<file path="src/rtl/rx_queue_pkg.sv">
`timescale 1ns/1ps
package rx_queue_pkg;
  typedef enum logic [1:0] {
    CH_NORMAL = 2'd0,
    CH_ECHO   = 2'd1,
    CH_LOCAL  = 2'd2,
    CH_REMOTE = 2'd3
  } chan_mode_e;
endpackage

</file>
<file path="src/rtl/rx_queue_route.sv">
`timescale 1ns/1ps
module rx_queue_route
  import rx_queue_pkg::*;
#(
  parameter int DW = 8
) (
  input  chan_mode_e        mode_i,
  input  logic              char_valid_i,
  input  logic [DW-1:0]     char_data_i,
  input  logic              brk_i,
  input  logic              cpu_wr_i,
  input  logic [DW-1:0]     cpu_wdata_i,
  output logic              push_req_o,
  output logic [DW-1:0]     push_data_o,
  output logic              tx_valid_o,
  output logic [DW-1:0]     tx_data_o
);
  // line-side character, break forces a zero byte
  logic          line_req;
  logic [DW-1:0] line_data;

  assign line_req  = char_valid_i | brk_i;
  assign line_data = brk_i ? '0 : char_data_i;

  always_comb begin
    push_req_o  = 1'b0;
    push_data_o = line_data;
    tx_valid_o  = 1'b0;
    tx_data_o   = char_data_i;
    unique case (mode_i)
      CH_NORMAL: begin
        push_req_o = line_req;
        tx_valid_o = cpu_wr_i;
        tx_data_o  = cpu_wdata_i;
      end
      CH_ECHO: begin
        push_req_o = line_req;
        tx_valid_o = char_valid_i;
      end
      CH_LOCAL: begin
        push_req_o  = cpu_wr_i;
        push_data_o = cpu_wdata_i;
      end
      CH_REMOTE: begin
        tx_valid_o = char_valid_i;
      end
      default: ;
    endcase
  end
endmodule

</file>
<file path="src/rtl/rx_queue_store.sv">
`timescale 1ns/1ps
module rx_queue_store #(
  parameter  int DEPTH = 16,
  parameter  int DW    = 8,
  localparam int AW    = (DEPTH > 1) ? $clog2(DEPTH) : 1,
  localparam int LW    = $clog2(DEPTH + 1)
) (
  input  logic          clk_i,
  input  logic          rst_ni,
  input  logic          flush_i,
  input  logic          push_i,
  input  logic [DW-1:0] data_i,
  input  logic          pop_i,
  output logic [DW-1:0] head_o,
  output logic [LW-1:0] level_o
);
  logic [DW-1:0] mem_q [DEPTH];
  logic [AW-1:0] wr_q, rd_q;
  logic [LW-1:0] cnt_q;

  function automatic logic [AW-1:0] adv(input logic [AW-1:0] p);
    return (p == AW'(DEPTH - 1)) ? '0 : p + 1'b1;
  endfunction

  always_ff @(posedge clk_i) begin
    if (push_i) mem_q[wr_q] <= data_i;
  end

  always_ff @(posedge clk_i or negedge rst_ni) begin
    if (!rst_ni) begin
      wr_q  <= '0;
      rd_q  <= '0;
      cnt_q <= '0;
    end else if (flush_i) begin
      wr_q  <= '0;
      rd_q  <= '0;
      cnt_q <= '0;
    end else begin
      if (push_i) wr_q <= adv(wr_q);
      if (pop_i)  rd_q <= adv(rd_q);
      unique case ({push_i, pop_i})
        2'b10:   cnt_q <= cnt_q + 1'b1;
        2'b01:   cnt_q <= cnt_q - 1'b1;
        default: ;
      endcase
    end
  end

  assign head_o  = mem_q[rd_q];
  assign level_o = cnt_q;
endmodule

</file>
<file path="src/rtl/rx_queue_timer.sv">
`timescale 1ns/1ps
module rx_queue_timer #(
  parameter  int CT_W  = 16,
  localparam int LIM_W = CT_W + 2
) (
  input  logic            clk_i,
  input  logic            rst_ni,
  input  logic            flush_i,
  input  logic            kick_i,
  input  logic [CT_W-1:0] char_time_i,
  output logic            fire_o
);
  logic [LIM_W-1:0] lim, cnt_q;
  logic             armed_q, fire_q;

  // four character times
  assign lim = {char_time_i, 2'b00};

  always_ff @(posedge clk_i or negedge rst_ni) begin
    if (!rst_ni) begin
      cnt_q   <= '0;
      armed_q <= 1'b0;
      fire_q  <= 1'b0;
    end else if (flush_i) begin
      cnt_q   <= '0;
      armed_q <= 1'b0;
      fire_q  <= 1'b0;
    end else if (kick_i) begin
      cnt_q   <= '0;
      armed_q <= 1'b1;
      fire_q  <= 1'b0;
    end else if (armed_q && lim != '0 && cnt_q == lim - 1'b1) begin
      armed_q <= 1'b0;
      fire_q  <= 1'b1;
    end else begin
      fire_q <= 1'b0;
      if (armed_q) cnt_q <= cnt_q + 1'b1;
    end
  end

  assign fire_o = fire_q;
endmodule

</file>
<file path="src/rtl/rx_queue.sv">
`timescale 1ns/1ps
module rx_queue
  import rx_queue_pkg::*;
#(
  parameter  int DEPTH    = 16,
  parameter  int DW       = 8,
  parameter  int TRIG_W   = 6,
  parameter  int CT_W     = 16,
  parameter  int TRIG_RST = 32,
  localparam int LVL_W    = $clog2(DEPTH + 1)
) (
  input  logic              clk_i,
  input  logic              rst_ni,
  input  logic              rx_en_i,
  input  logic              rx_dis_i,
  input  logic              rx_flush_i,
  input  logic [1:0]        chan_mode_i,
  input  logic              char_valid_i,
  input  logic [DW-1:0]     char_data_i,
  input  logic              brk_i,
  input  logic              cpu_wr_i,
  input  logic [DW-1:0]     cpu_wdata_i,
  input  logic              cpu_rd_i,
  input  logic              trig_wr_i,
  input  logic [TRIG_W-1:0] trig_wdata_i,
  input  logic [CT_W-1:0]   char_time_i,
  output logic [DW-1:0]     rd_data_o,
  output logic [LVL_W-1:0]  level_o,
  output logic              empty_o,
  output logic              full_o,
  output logic              trig_o,
  output logic              overrun_o,
  output logic              timeout_o,
  output logic              tx_valid_o,
  output logic [DW-1:0]     tx_data_o
);
  logic              rx_ok, rd_en, pop_acc, push_acc, at_top;
  logic              push_req;
  logic [DW-1:0]     push_data, head;
  logic [LVL_W-1:0]  level;
  logic              full_q, ovr_q;
  logic [TRIG_W-1:0] trig_q;

  rx_queue_route #(.DW(DW)) u_route (
    .mode_i       (chan_mode_e'(chan_mode_i)),
    .char_valid_i (char_valid_i),
    .char_data_i  (char_data_i),
    .brk_i        (brk_i),
    .cpu_wr_i     (cpu_wr_i),
    .cpu_wdata_i  (cpu_wdata_i),
    .push_req_o   (push_req),
    .push_data_o  (push_data),
    .tx_valid_o   (tx_valid_o),
    .tx_data_o    (tx_data_o)
  );

  assign rx_ok    = rx_en_i & ~rx_dis_i;
  assign at_top   = (level == LVL_W'(DEPTH));
  assign rd_en    = rx_ok & cpu_rd_i & ~rx_flush_i;
  assign pop_acc  = rd_en & (level != '0);
  assign push_acc = rx_ok & push_req & ~rx_flush_i & (~at_top | pop_acc);

  rx_queue_store #(.DEPTH(DEPTH), .DW(DW)) u_store (
    .clk_i   (clk_i),
    .rst_ni  (rst_ni),
    .flush_i (rx_flush_i),
    .push_i  (push_acc),
    .data_i  (push_data),
    .pop_i   (pop_acc),
    .head_o  (head),
    .level_o (level)
  );

  rx_queue_timer #(.CT_W(CT_W)) u_timer (
    .clk_i       (clk_i),
    .rst_ni      (rst_ni),
    .flush_i     (rx_flush_i),
    .kick_i      (push_acc),
    .char_time_i (char_time_i),
    .fire_o      (timeout_o)
  );

  always_ff @(posedge clk_i or negedge rst_ni) begin
    if (!rst_ni) begin
      full_q <= 1'b0;
      ovr_q  <= 1'b0;
    end else if (rx_flush_i) begin
      full_q <= 1'b0;
      ovr_q  <= 1'b0;
    end else begin
      ovr_q <= rx_ok & push_req & ~push_acc;
      if (push_acc && !pop_acc && level == LVL_W'(DEPTH - 1)) full_q <= 1'b1;
      else if (rd_en)                                         full_q <= 1'b0;
    end
  end

  always_ff @(posedge clk_i or negedge rst_ni) begin
    if (!rst_ni)        trig_q <= TRIG_W'(TRIG_RST);
    else if (trig_wr_i) trig_q <= trig_wdata_i;
  end

  assign rd_data_o = (rd_en || (rx_ok && !rx_flush_i)) && level != '0 ? head : '0;
  assign level_o   = level;
  assign empty_o   = (level == '0);
  assign full_o    = full_q;
  assign trig_o    = 32'(level) >= 32'(trig_q);
  assign overrun_o = ovr_q;
endmodule

</file>
<file path="config.mk">
export PLATFORM = sky130hd
export DESIGN_NAME = rx_queue
export DESIGN_NICKNAME = d
export VERILOG_FILES = /design/src/rtl/rx_queue_pkg.sv /design/src/rtl/rx_queue_route.sv /design/src/rtl/rx_queue_store.sv /design/src/rtl/rx_queue_timer.sv /design/src/rtl/rx_queue.sv
export SDC_FILE = /design/constraint.sdc
export NUM_CORES = 1
export LEC_CHECK = 0
export BUFFER_PORTS_ARGS = -buffer_cell sky130_fd_sc_hd__buf_2
export CAP_MARGIN = 20
export CELL_PAD_IN_SITES_DETAIL_PLACEMENT = 0
export CELL_PAD_IN_SITES_GLOBAL_PLACEMENT = 1
export CORE_UTILIZATION = 44
export DETAILED_ROUTE_END_ITERATION = 8
export PLACE_DENSITY = 0.73
export SLEW_MARGIN = 20
export SYNTH_ARGS = -nofsm -noshare
export SYNTH_HDL_FRONTEND = slang
export SYNTH_SLANG_ARGS = --single-unit
export TNS_END_PERCENT = 20
</file>
<file path="constraint.sdc">
create_clock -name clk_i -period 5.56 [get_ports clk_i]
set_input_delay 0.834 -clock clk_i [delete_from_list [all_inputs] [get_ports clk_i]]
set_output_delay 0.834 -clock clk_i [all_outputs]
set_load 0.1 [all_outputs]
</file>
Word level (Yosys, flattened, before mapping)
Memories as Yosys holds them, arrays and structs flattened. Index checks and enable logic that the tools add are counted.

Add/subtract/negate cells: 6. Magnitude comparators: 1. Equal/unequal tests: 11. Mux-type cells: 30. Bitwise gates (word level): 14. Reduce and logical (&&, ||, !) cells: 22.

Operator list (number): $mux 18 (4); $mux 8 (4); $mux 4 (6); $add 18x1->18 const B (1); $eq 18x18->1 (1); $reduce_bool 18->1 (1); $sub 18x1->18 const B (1); $mux 1 (12); $reduce_bool 3->1 (4); $pmux 5 s2 (1); $add 4x1->4 const B (2); $and 1x1->1 (8); $eq 4x4->1 const B (2); $eq 2x2->1 const B (3); $ge 5x6->1 (1); $logic_and 1x1->1 (6); $add 5x1->5 const B (1); $eq 5x4->1 const B (1); $eq 5x5->1 const B (1); $logic_not 5->1 (1); $mux 5 (1); $reduce_bool 5->1 (1); $sub 5x1->5 const B (1); $eq 2x1->1 const B (2); other kinds (10) (18).

Register bits: 41. Bits in writable memories: 128. Input bits: 50. Output and inout port bits: 27. Word-level logic and storage cells: 94. Memories kept: 1.

Memories: u_store.mem_q (words 16, width 8, rd ports 1, clocked after Yosys merged registers in 0, wr ports 1, RTL line rx_queue_store.sv:17) `logic [DW-1:0] mem_q [DEPTH];`.

Logic depth before layout (Yosys ltp)
Word-level depth: 11. Mapped depth: 12. Mapped depth without buffers: 10.

Hierarchy
From an unflattened synthesis, not the netlist that was laid out.

Cell total of the unflattened synthesis: 621. Area total of the unflattened synthesis: 8411.8 µm².

By module, submodules not included: rx_queue_store (instances 1, cells an instance 311, area each 5759.3 µm², sequential area each 4169.0 µm²); rx_queue_timer (instances 1, cells an instance 221, area each 1800.5 µm², sequential area each 500.5 µm²); rx_queue (instances 1, cells an instance 58, area each 539.3 µm², sequential area each 201.4 µm²); rx_queue_route (instances 1, cells an instance 31, area each 312.8 µm², sequential area each 0.0 µm²).

Worst setup path before layout
No wires, ideal clock.

Kind: reg2out. From: register u_store.rd_q[0]. To: output rd_data_o[5]. Data arrival time: 3193 ps. Path slack: 1533 ps. Stages on the path, launching flop included: 6. Buffers on the path: 2. Path through: dfrtp_1 -> clkbuf_1 -> clkbuf_1 -> mux4_2 -> mux4_2 -> nor2b_1.

Word-level cells in the longest chain between the ends: 2.

RTL lines: from (decl) (RTL line rx_queue_store.sv:18) `logic [AW-1:0] wr_q, rd_q;`; from (signal assigned) (RTL line rx_queue_store.sv:40) `if (pop_i) rd_q <= adv(rd_q);`; $mem_v2 16x8; $mux 8 (RTL line rx_queue.sv:102) `assign rd_data_o = (rd_en || (rx_ok && !rx_flush_i)) && level != '0 ? head : '0;`; to (decl) (RTL line rx_queue.sv:27) `output logic [DW-1:0] rd_data_o,`.

No other way between the ends.

Worst setup path in the final report
From: register u_store.rd_q[0]. To: output rd_data_o[6].

Same word-level chain as after synthesis.

==> impl_metrics.yaml <==
placed_design:
  dp.cells: 907
  place_ws_ns: 1.73
  port_buffers: 76
  dp_hpwl_um: 12800
  place_area_sq_um: 8950
  routabilityCongestion: 0.819
min_path:
  min_path_cells: 2
  hold_path_class: "register to register"
  min_to: "full_o"
  hold_start: "full_o"
synthesis:
  synth_edf_count: 128
  synth_warnings: 0
  ys_async_sr_fraction_pct: 24.3
  synthesis.nets: 679
  avgSynthCellArea_sq_um: 13.5
  ys_seq_area_share_pct: 58.7
  ys_types: 64
  syn_area_sq_um: 8290
  ys.flop_type: "edfxtp_1"
  synth-seq-cells: 169
  syn-instance-count: 614
die:
  num_rows: 49
  die_w_um: 139
  coreArea_sq_um: 18200
  design.portCount: 77
  die_h_um: 139
  die_area_sq_um: 19400
  initial_core_util_pct: 45.6
detailed_routing:
  finalWirelength_um: 19100
  initialDrtViolationCount: 309
  avgViaCountPerCell: 5.83
  drc_errors: 0
  wl_per_cell_um: 20.3
  vias: 5478
  drt_pass1_iterations: 5
  detail-route-antenna-nets: 0
sta:
  fin_crit_sh_pct: 73.9
  min_period_ns: 4.11
  setup_ws_ns: 1.45
  worst_pin_slew_ns: 0.982
  rsz0062_at_grt: "no"
  setup_viol: 0
  fin_skew_ns: 0.00745
  hold_viol_final: 0
  timing.setup.tns_ns: 0
  slew_headroom_pct: 34.5
  drv_slew: 0
  fmax_mhz: 243
setup_path:
  worst-path-max-fanout: 29
  r2r-end: "u_store.level_o[4]"
  r2r-start: "u_store.level_o[1]"
  critPathKind: "register to output port"
  endpoint_kind: "output port"
  cp.required_ns: 4.73
  r2r_slack_ns: 2.37
  reg2regPathDepth: 10
  cp.arrival_ns: 3.27
  start_kind: "register"
layout:
  diodes: 0
  final_cell_mix: "edfxtp_1, buf_2, nand2_1"
  drive_gt1_share_pct: 26.6
  syn2layout_area_growth_pct: 15.1
  nFillCells: 1529
  nets: 762
  final_common_cell: "edfxtp_1"
  fin_cells: 939
  fin_util_pct: 52.4
  stdcell_area_sq_um: 9540
flow_run:
  drv_cap: 0
cts:
  cts_tree: "yes"
  insertion_delay_ns: 0.42
  clock_path_buffers: 2
  cts_setup_buffers: 0
  hold_buffers: 0
  cts.htree.levels: 4
  cts-buffers-inserted: 17
  ctsResizeCount: 0
  clk_root_buffer_cell: "clkbuf_16"
  clock_sinks: 169
  clk_pin_slew_worst_paths_ns: 0.06
power:
  ir_drop_mv: 0.224
  p_per_area_nw_per_um2: 312
  p_leak_nw: 3.34
outcome:
  status: "complete, no violations"
global_routing:
  antenna_found_initial: 0
  grt_pass1_vias: 5593
  grt_start_max_net_pins: 42
  grt_usage_pct: 20.5
  grt_pass1_wl_um: 30200
  overflow: 0
## cell usage after synthesis (4+ instances only)
master,n,area share [%]
edfxtp_1,128,46
nand2_1,41,1.9
dfrtp_1,40,12
mux4_2,40,11
a21oi_1,32,1.9
nor2_1,32,1.4
clkbuf_1,23,1.0
o21ai_0,23,1.4
inv_1,19,0.86
nand3_1,17,1.0
o31ai_1,16,1.4
ha_1,15,2.3
nand2b_1,15,1.1
or4_1,14,1.3
o21ai_1,12,0.72
mux2_2,11,1.5
nor2b_1,11,0.83
nor4_1,11,0.83
xnor2_1,11,1.2
nor3_1,10,0.60
or3_1,10,0.75
xor2_1,7,0.74
nand3b_1,5,0.45
and2_1,4,0.30
buf_6,4,0.54
mux2i_1,4,0.48
nand4_1,4,0.30
nor3b_1,4,0.36
## report_power, final
group	internal [W]	leakage [nW]	switching, W
clock network	0.000674	0.290	0.000512
logic	0.000104	1.34	0.000276
registers	0.00138	1.72	0.0000307
total	0.00216	3.34	0.000818
## worst max-delay path, cell delays in order, from the launching register on
cell	delay, ns
dfrtp_2	1.01
buf_4	0.37
mux4_2	0.53
mux4_2	0.49
nor2b_1	0.15
buf_2	0.29
## stage by stage
stage | hold slack (ns) | total power, W
after detailed placement | 0.515 | 0.00182
after floorplan | 0.485 | 0.00172
after CTS | 0.532 | 0.00300
final | 0.527 | 0.00298
after global routing | 0.559 | 0.00308
after global placement | 0.500 | 0.00181
## cells by family after synthesis
group	after synthesis	synth area share [%]
mux	56	13.0
compound gates	111	8.37
simple gates	194	13.0
buf+inv	51	2.73
xor+xnor	18	1.90
fa+ha+maj	15	2.26
flops	169	58.7
## flip-flops by register name (all words and copies together), names as in the netlist
signal           cells
u_timer.cnt_q       18
trig_q               6
u_timer.armed_q      1
overrun_o            1
u_store.wr_q         4
u_store.rd_q         4
u_store.mem_q      128
u_timer.fire_o       1
u_store.level_o      5
full_o               1
## how the worst max path moves through the flow
| stage | startpoint | endpoint | cells past startpoint |
|---|---|---|---|
| 2_1_floorplan | u_store.rd_q[0] | rd_data_o[5] | 5 |
| 3_3_place_gp | u_store.rd_q[0] | rd_data_o[6] | 5 |
| 3_5_place_dp | char_time_i[0] | u_timer.cnt_q[15] | 11 |
| 4_1_cts | u_store.rd_q[0] | rd_data_o[6] | 5 |
| 5_1_grt | u_store.rd_q[0] | rd_data_o[6] | 5 |
| 6_report | u_store.rd_q[0] | rd_data_o[6] | 5 |
## metal layers
metal  track usage (%)  vias to the layer above  wire length, um
met3              4.27                       17              882
met2              34.6                      130             9750
met4              5.67                        0              229
li1                  -                     2556                -
met1              26.8                     2775             8220
met5                 0                        -                0
## area by class of cell
class	instances	area, sq um	share of cell area, %
tap	229	287	3.00
inverter	20	75.1	0.787
clock inverter	14	159	1.67
clock buffer	18	429	4.50
sequential	169	4870	51.1
multi-input combinational	394	3200	33.5
timing repair buffer	95	523	5.48
Power figures use the tool's default switching activity.
